$ cat src/rtl/osc_stab_pkg.sv
package osc_stab_pkg;
  localparam int NUM_THR = 5;
  localparam int SEL_W   = 3;
  localparam int IDX_W   = 3;

  // exponent step of threshold k above the base exponent
  function automatic int exp_offset(input int k);
    return (k == 0) ? 0 : k + 1;
  endfunction

  // map a select code onto a threshold index, clamping large codes
  function automatic logic [IDX_W-1:0] sel_to_idx(input logic [SEL_W-1:0] s);
    return (s > SEL_W'(NUM_THR - 1)) ? IDX_W'(NUM_THR - 1) : IDX_W'(s);
  endfunction
endpackage

$ cat src/rtl/osc_stab_counter.sv
module osc_stab_counter #(
  parameter int EXP_BASE = 11,
  localparam int CNT_W   = EXP_BASE + 6
) (
  input  logic             clk,
  input  logic             rst,
  input  logic             tick_en,
  input  logic             restart,
  output logic [CNT_W-1:0] count_d
);
  localparam logic [CNT_W-1:0] MAX_CNT = CNT_W'(1) << (EXP_BASE + 5);

  logic [CNT_W-1:0] count_q;

  always_comb begin
    count_d = count_q;
    if (restart)
      count_d = '0;
    else if (tick_en && (count_q != MAX_CNT))
      count_d = count_q + CNT_W'(1);
  end

  always_ff @(posedge clk) begin
    if (rst) count_q <= '0;
    else     count_q <= count_d;
  end

  assert_step_R2: assert property (@(posedge clk) disable iff (rst)
    (tick_en && !restart && count_q != MAX_CNT) |=> count_q == $past(count_q) + CNT_W'(1));
  assert_idle_R2: assert property (@(posedge clk) disable iff (rst)
    (!tick_en && !restart) |=> $stable(count_q));
  assert_saturate_R8: assert property (@(posedge clk) disable iff (rst)
    (count_q == MAX_CNT && !restart) |=> count_q == MAX_CNT);
  assert_restart_clear_R9: assert property (@(posedge clk) disable iff (rst)
    restart |=> count_q == '0);
  assert_reset_clear_R1: assert property (@(posedge clk)
    rst |=> count_q == '0);
endmodule

$ cat src/rtl/osc_stab_thermo.sv
module osc_stab_thermo
  import osc_stab_pkg::*;
#(
  parameter int EXP_BASE = 11,
  localparam int CNT_W   = EXP_BASE + 6
) (
  input  logic               clk,
  input  logic               rst,
  input  logic               restart,
  input  logic [CNT_W-1:0]   count_d,
  output logic [NUM_THR-1:0] status_d,
  output logic [NUM_THR-1:0] status_q
);
  for (genvar k = 0; k < NUM_THR; k++) begin : g_cmp
    localparam int E = EXP_BASE + exp_offset(k);
    localparam logic [CNT_W-1:0] THR = CNT_W'(1) << E;
    assign status_d[k] = (count_d >= THR);
  end

  always_ff @(posedge clk) begin
    if (rst) status_q <= '0;
    else     status_q <= status_d;
  end

  for (genvar k = 0; k < NUM_THR - 1; k++) begin : g_shape
    assert_thermo_shape_R3: assert property (@(posedge clk) disable iff (rst)
      status_q[k+1] |-> status_q[k]);
  end

  assert_monotonic_R3: assert property (@(posedge clk) disable iff (rst)
    !restart |=> (($past(status_q) & ~status_q) == '0));
  assert_restart_status_R9: assert property (@(posedge clk) disable iff (rst)
    restart |=> status_q == '0);
endmodule

$ cat src/rtl/osc_stab_done.sv
module osc_stab_done
  import osc_stab_pkg::*;
(
  input  logic               clk,
  input  logic               rst,
  input  logic               restart,
  input  logic [SEL_W-1:0]   sel,
  input  logic [NUM_THR-1:0] status_d,
  input  logic [NUM_THR-1:0] status_q,
  output logic               done_q
);
  logic [IDX_W-1:0] idx;
  logic             done_d;

  assign idx    = sel_to_idx(sel);
  assign done_d = !restart && (done_q || status_d[idx]);

  always_ff @(posedge clk) begin
    if (rst) done_q <= 1'b0;
    else     done_q <= done_d;
  end

  assert_done_sticky_R7: assert property (@(posedge clk) disable iff (rst)
    (done_q && !restart) |=> done_q);
  assert_done_cause_R5: assert property (@(posedge clk) disable iff (rst)
    $rose(done_q) |-> status_q[$past(idx)]);
  assert_done_clear_R9: assert property (@(posedge clk) disable iff (rst)
    restart |=> !done_q);
endmodule

$ cat src/rtl/osc_stab_timer.sv
module osc_stab_timer
  import osc_stab_pkg::*;
#(
  parameter int EXP_BASE = 11
) (
  input  logic               clk,
  input  logic               rst,
  input  logic               tick_en,
  input  logic               restart,
  input  logic [SEL_W-1:0]   sel,
  output logic [NUM_THR-1:0] status,
  output logic               done
);
  localparam int CNT_W = EXP_BASE + 6;

  logic [CNT_W-1:0]   count_d;
  logic [NUM_THR-1:0] status_d;
  logic [NUM_THR-1:0] status_q;
  logic               done_q;

  osc_stab_counter #(.EXP_BASE(EXP_BASE)) u_cnt (
    .clk(clk), .rst(rst), .tick_en(tick_en), .restart(restart), .count_d(count_d)
  );

  osc_stab_thermo #(.EXP_BASE(EXP_BASE)) u_thermo (
    .clk(clk), .rst(rst), .restart(restart), .count_d(count_d),
    .status_d(status_d), .status_q(status_q)
  );

  osc_stab_done u_done (
    .clk(clk), .rst(rst), .restart(restart), .sel(sel),
    .status_d(status_d), .status_q(status_q), .done_q(done_q)
  );

  assign status = status_q;
  assign done   = done_q;

  assert_reset_outputs_R1: assert property (@(posedge clk)
    rst |=> (status == '0 && !done));
endmodule

$ cat config.mk
export PLATFORM = sky130hd
export DESIGN_NAME = osc_stab_timer
export DESIGN_NICKNAME = d
export VERILOG_FILES = /design/src/rtl/osc_stab_pkg.sv /design/src/rtl/osc_stab_counter.sv /design/src/rtl/osc_stab_thermo.sv /design/src/rtl/osc_stab_done.sv /design/src/rtl/osc_stab_timer.sv
export SDC_FILE = /design/constraint.sdc
export NUM_CORES = 1
export LEC_CHECK = 0
export ABC_CLOCK_PERIOD_IN_PS = 2960
export CORE_UTILIZATION = 35
export CTS_BUF_LIST = sky130_fd_sc_hd__clkbuf_4
export CTS_CLUSTER_SIZE = 40
export DETAILED_ROUTE_END_ITERATION = 6
export PLACE_DENSITY = 0.58
export SLEW_MARGIN = 5
export SYNTH_ARGS = -nofsm -noshare
export SYNTH_HDL_FRONTEND = slang
export SYNTH_SLANG_ARGS = --single-unit
$ cat constraint.sdc
create_clock -name clk -period 2.96 [get_ports clk]
set_clock_uncertainty 0.2 [all_clocks]
set_input_delay 0.444 -clock clk [delete_from_list [all_inputs] [get_ports clk]]
set_output_delay 0.444 -clock clk [all_outputs]
set_load 0.05 [all_outputs]
# Word-level counts from Yosys, hierarchy flattened
# Cells that the tools add are included.
[totals] regBits=23 inputBits=7 word_cells=21
[classes] n_addsub=1 n_lt_le_gt_ge=7 n_eq_ne=1 muxes=5 n_reduce_logical=4
[op_table] op="$mux W17" count=2
[op_table] op="$add A17 B1 Y17 const B" count=1
[op_table] op="$ge A17 B12 Y1 const B" count=1
[op_table] op="$ge A17 B14 Y1 const B" count=1
[op_table] op="$ge A17 B15 Y1 const B" count=1
[op_table] op="$ge A17 B16 Y1 const B" count=1
[op_table] op="$ge A17 B17 Y1 const B" count=1
[op_table] op="$ne A17 B17 Y1 const B" count=1
[op_table] op="$lt A3 B4 Y1 const B" count=1
[op_table] op="$bmux W1 S3" count=1
[op_table] op="$gt A3 B3 Y1 const B" count=1
[op_table] op="$mux W3" count=1
[op_table] op="$logic_and A1 B1 Y1" count=2
[op_table] op="$logic_not A1 Y1" count=1
[op_table] op="$logic_or A1 B1 Y1" count=1
[op_table] op="$mux W1" count=1

# Depth between registers and ports, before layout
[logic_depth] depth_word=9 depth_mapped=7 ltp_nobuf=7

# By module
# Synthesis repeated with hierarchy kept, for this count alone.
[hier_totals] cells_unflattened=143 area_unflattened_um2=1212.4
[modules_own_cells] module="osc_stab_counter" instances=1 cells_per_inst=121 area_per_inst_um2=970.9 seq_area_each_um2=340.3
[modules_own_cells] module="osc_stab_thermo" instances=1 cells_per_inst=17 area_per_inst_um2=175.2 seq_area_each_um2=100.1
[modules_own_cells] module="osc_stab_done" instances=1 cells_per_inst=5 area_per_inst_um2=66.3 seq_area_each_um2=20.0

# Worst setup path before layout
# Ideal clock, no wire load.
[synth_timing] path_kind="input -> register" from="in tick_en" to="reg u_done.done_q" setup_ns=0.086 t_arrival_ns=1.668 required_ns=2.674 path_slack_ns=1.005 cell_stages=6 cell_sequence="nand4_1 > nor4_2 > mux2_2 > nor2_1 > o21ai_0 > a221oi_2"
[synth_via] elab_chain_len=8 word_cells_on_any_way=12 cone_classes="order compare: 5; mux: 4; reduce/logical: 3"
[synth_lines] item="start, declared" line="osc_stab_timer.sv:8" source="input logic tick_en,"
[synth_lines] item="$logic_and A1 B1 Y1 (*)" line="osc_stab_counter.sv:19" source="else if (tick_en && (count_q != MAX_CNT))"
[synth_lines] item="$mux W17 (*)" line="osc_stab_counter.sv:19"
[synth_lines] item="$mux W17 (*)" line="osc_stab_counter.sv:17" source="if (restart)"
[synth_lines] item="$ge A17 B12 Y1 (tied with other cells)" line="osc_stab_thermo.sv:17" source="assign status_d[k] = (count_d >= THR);"
[synth_lines] item="$bmux W1 S3 (*)" line="osc_stab_done.sv:16" source="assign done_d = !restart && (done_q || status_d[idx]);"
[synth_lines] item="$mux W1 (not written as such) (*)" line="osc_stab_done.sv:16"
[synth_lines] item="$logic_or A1 B1 Y1 (*)" line="osc_stab_done.sv:16"
[synth_lines] item="$logic_and A1 B1 Y1 (*)" line="osc_stab_done.sv:16"
[synth_lines] item="end signal, assigned" line="osc_stab_done.sv:20" source="else done_q <= done_d;"
[synth_lines] item="end, declared" line="osc_stab_done.sv:10" source="output logic done_q"
# Mark *: on every way between the ends. The rest lies on a longest branch, timed or not. The select of a mux whose other input is x is not followed.
# A chain may end at the register's enable or synchronous reset.

# Worst setup path in the final report
# Ends and elaborated chain as after synthesis.

==> parameters.txt <==
Parameter                              Value

Clock tree
  Clock tree from TritonCTS ... done
  CTS Sinks ... 23
  Post-cts repair resize count ... 0
  Cts hold-fix bufs ... 0
  Num CTS Buffers ... 3
  H-tree depth ... 1
  Post-CTS setup repair buffer count ... 0
  Clk buf depth ... 2
  Clock slew at the register clock pins of the worst setup and hold paths ... 0.13 ns
  Clock Latency Late Sink ... 0.31 ns
  CTS root buf ... sky130_fd_sc_hd__clkbuf_4

Timing
  Max Freq ... 432.4 MHz
  Final-report max-slew violation count ... 0
  Clock period minus worst slack ... 2.313 ns
  Worst relative slew slack ... 66.44%
  Slew @ Worst Pin ... 0.5018 ns
  Setup TNS ... 0 ns
  Setup repair after global routing missed its margin ... no
  Final hold vios ... 0
  Crit share post-route ... 78.13%
  Final setup fails ... 0

Synth
  Register bit total from synthesis ... 23
  Post-synth net total ... 135
  Syn. warnings ... 0
  Synth area leader ... sky130_fd_sc_hd__dfxtp_1
  Sequential cell area fraction in the yosys report ... 39.44%
  Area share of the largest cell type after synthesis ... 39.44%
  Cell with the most instances after synthesis ... sky130_fd_sc_hd__nor2_1
  Number of flops mapped to enable cells by yosys ... 0
  Cell area after synthesis ... 1167 µm²
  Async set or reset register ratio after synthesis ... 0%
  Distinct cell type count of the synthesized netlist ... 34
  Synthesized instance count ... 126
  Most instantiated cells after synthesis ... sky130_fd_sc_hd__nor2_1 (24), sky130_fd_sc_hd__dfxtp_1 (23), sky130_fd_sc_hd__nand2_1 (8)
  Per-instance average area after synthesis ... 9.265 µm²
  Most instantiated flip-flop cell in the synthesis netlist ... sky130_fd_sc_hd__dfxtp_1
  Cells taking the most area after synthesis ... sky130_fd_sc_hd__dfxtp_1 (39%), sky130_fd_sc_hd__nor2_1 (7.7%), sky130_fd_sc_hd__xnor2_1 (5.3%)

Layout
  Final standard cell area without fillers ... 1348 µm²
  Post-synthesis to final-layout area growth ... 15.43%
  Diode insertion count for antenna repair ... 0
  Number of inserted filler cells in the final layout ... 325
  Net count of the finished layout ... 149
  Layout cells sized above 1 ... 15.83%

Routing
  Wire length per cell ... 11.97 µm
  Antenna-violating nets left ... 0
  Number of DRC markers after the initial detailed-route iteration ... 33
  Wirelength, routed ... 2190 µm
  DR vias ... 885
  Residual DRC ... 0
  Avg Vias per Cell ... 4.836
  Number of iterations in the first detailed-routing pass ... 4

Min path
  Worst min-delay path category ... reg2reg
  Launch instance of the worst min-delay path ... u_cnt.count_q[3]$_SDFF_PP0_

Global route
  Gr ovfl total ... 0
  Wire length of the first global-routing pass ... 3643 µm
  Number of global-route vias before repair ... 799
  GRT Overall Usage ... 13.54%
  Number of antenna violations at the first check in global routing ... 0
  Pin count of the biggest net entering global routing ... 24

Floorplanning
  Initial Utilization ... 37.62%
  Count of pins on the block boundary ... 13
  Area of the placeable core ... 3103 µm²
  Die W ... 59.75 µm
  Die area ... 3570 µm²
  Number of rows in the core area ... 20
  Vertical die dimension ... 59.75 µm

Placed design
  Detailed Place HPWL ... 1638 µm
  Placed Instance Area ... 1320 µm²
  Gpl congestion ... 0.7940
  Number of input and output port buffers inserted ... 12

Power and ir drop
  Worst-case vdd ir drop ... 142.1 µV
  Leakage Power ... 0.0004710 µW
  Power per cell area ... 357.5 nW/µm²

Critical path
  Signal arrival time at the worst endpoint ... 2.36 ns
  R2r startpoint ... u_cnt.count_q[1]$_SDFF_PP0_
  Largest fanout on the critical path ... 4
  Setup slack, reg-to-reg ... 0.76 ns
  Ordered cell list for the critical path ... clkdlybuf4s50_1 > nand4_1 > nor4_2 > mux2_2 > nor2_1 > o21ai_0 > a221oi_2
  Startpoint type of the worst setup path ... input pin
  Type of destination of the critical path ... register
  Slowest stage cell, crit path ... sky130_fd_sc_hd__clkdlybuf4s50_1
  Max incr delay on CP ... 0.53 ns
  Type of the worst setup path ... in2reg
  CP Data Required Time ... 3.00 ns
  Critical Path Source ... tick_en

Status
  Run status ... complete, no violations

Flow run
  Max cap viols ... 0
## flip-flops by register name, summed over array words and instances, names as in the netlist
signal	flops
u_cnt.count_q	17
u_done.done_q	1
u_thermo.status_q	5
## metal layers
metal  track usage (%)  part of all wire, %  vias to the layer above
li1                  -                    -                      456
met1             18.75                   50                      413
met2             21.27                   46                       11
met3             1.948                  2.6                        5
met4             4.983                  1.5                        0
met5                 0                    0                        -
## cells by family (layout without fill, tap and decap cells)
| logic type | Yosys count | in the layout | share of synthesized area (%) |
|---|---|---|---|
| XOR/XNOR | 14 | 14 | 11.15 |
| buffers and inverters | 10 | 23 | 4.502 |
| AND/OR/NAND/NOR | 63 | 63 | 34.08 |
| flip-flops | 23 | 23 | 39.44 |
| AO/OA/AOI/OAI | 10 | 10 | 5.143 |
| multiplexers | 4 | 4 | 3.537 |
| adder cells (fa/ha/maj) | 2 | 2 | 2.143 |
## cell usage in the layout (no fill, tap or decap), types with 2 or more instances in the layout
| cell | count |
|---|---|
| sky130_fd_sc_hd__a21oi_1 | 5 |
| sky130_fd_sc_hd__and4_1 | 2 |
| sky130_fd_sc_hd__clkbuf_4 | 3 |
| sky130_fd_sc_hd__clkdlybuf4s50_1 | 12 |
| sky130_fd_sc_hd__dfxtp_1 | 23 |
| sky130_fd_sc_hd__ha_1 | 2 |
| sky130_fd_sc_hd__inv_1 | 6 |
| sky130_fd_sc_hd__mux2i_1 | 3 |
| sky130_fd_sc_hd__nand2_1 | 8 |
| sky130_fd_sc_hd__nand3_2 | 2 |
| sky130_fd_sc_hd__nand4_1 | 5 |
| sky130_fd_sc_hd__nand4_2 | 2 |
| sky130_fd_sc_hd__nor2_1 | 24 |
| sky130_fd_sc_hd__nor2b_1 | 3 |
| sky130_fd_sc_hd__nor3_2 | 3 |
| sky130_fd_sc_hd__nor4_1 | 2 |
| sky130_fd_sc_hd__nor4_2 | 2 |
| sky130_fd_sc_hd__o21ai_0 | 3 |
| sky130_fd_sc_hd__xnor2_1 | 7 |
| sky130_fd_sc_hd__xor2_1 | 6 |
## worst max-delay path: cells and delay by family
kind | cells | cell delay [ns]
buf+inv | 1 | 0.53
compound gates | 2 | 0.33
simple gates | 3 | 0.64
mux | 1 | 0.40
## layout make-up
type	count	area [µm²]	share of cell area, %
clock buffer	3	22.52	1.671
clock inverter	1	5.005	0.3714
inverter	6	22.52	1.671
multi-input combinational	93	654.4	48.56
sequential	23	460.4	34.17
tap	44	55.05	4.085
timing repair buffer	13	127.6	9.471
## path summary, 6_finish.rpt
path,end,depth (start not counted)
worst min-delay path,u_cnt.count_q[3]$_SDFF_PP0_,2
worst min register to register,u_cnt.count_q[3]$_SDFF_PP0_,2
worst max register to register,u_done.done_q$_SDFF_PP0_,7
worst max-delay path,u_done.done_q$_SDFF_PP0_,7
## power breakdown
part	switching, µW	internal, µW	leakage [µW]
sequential	1.05	311	0.000185
combinational	10.0	10.5	0.000268
clock	99.1	50.6	0.0000177
total	110	372	0.000471
## metrics by stage
stage	utilization, %	power (µW)	setup slack [ns]	cells	hold WS [ns]
global placement	42.54	338.7	0.3747	179	0.3266
CTS	43.43	479.8	0.6484	183	0.3438
finish	43.43	481.8	0.6473	183	0.3489
detailed placement	42.54	339.0	0.3271	179	0.3260
global route	43.43	496.5	0.5032	183	0.3894
floorplan	-	329.3	1.005	126	0.2894
No activity file was read; power rests on OpenSTA's default activity.
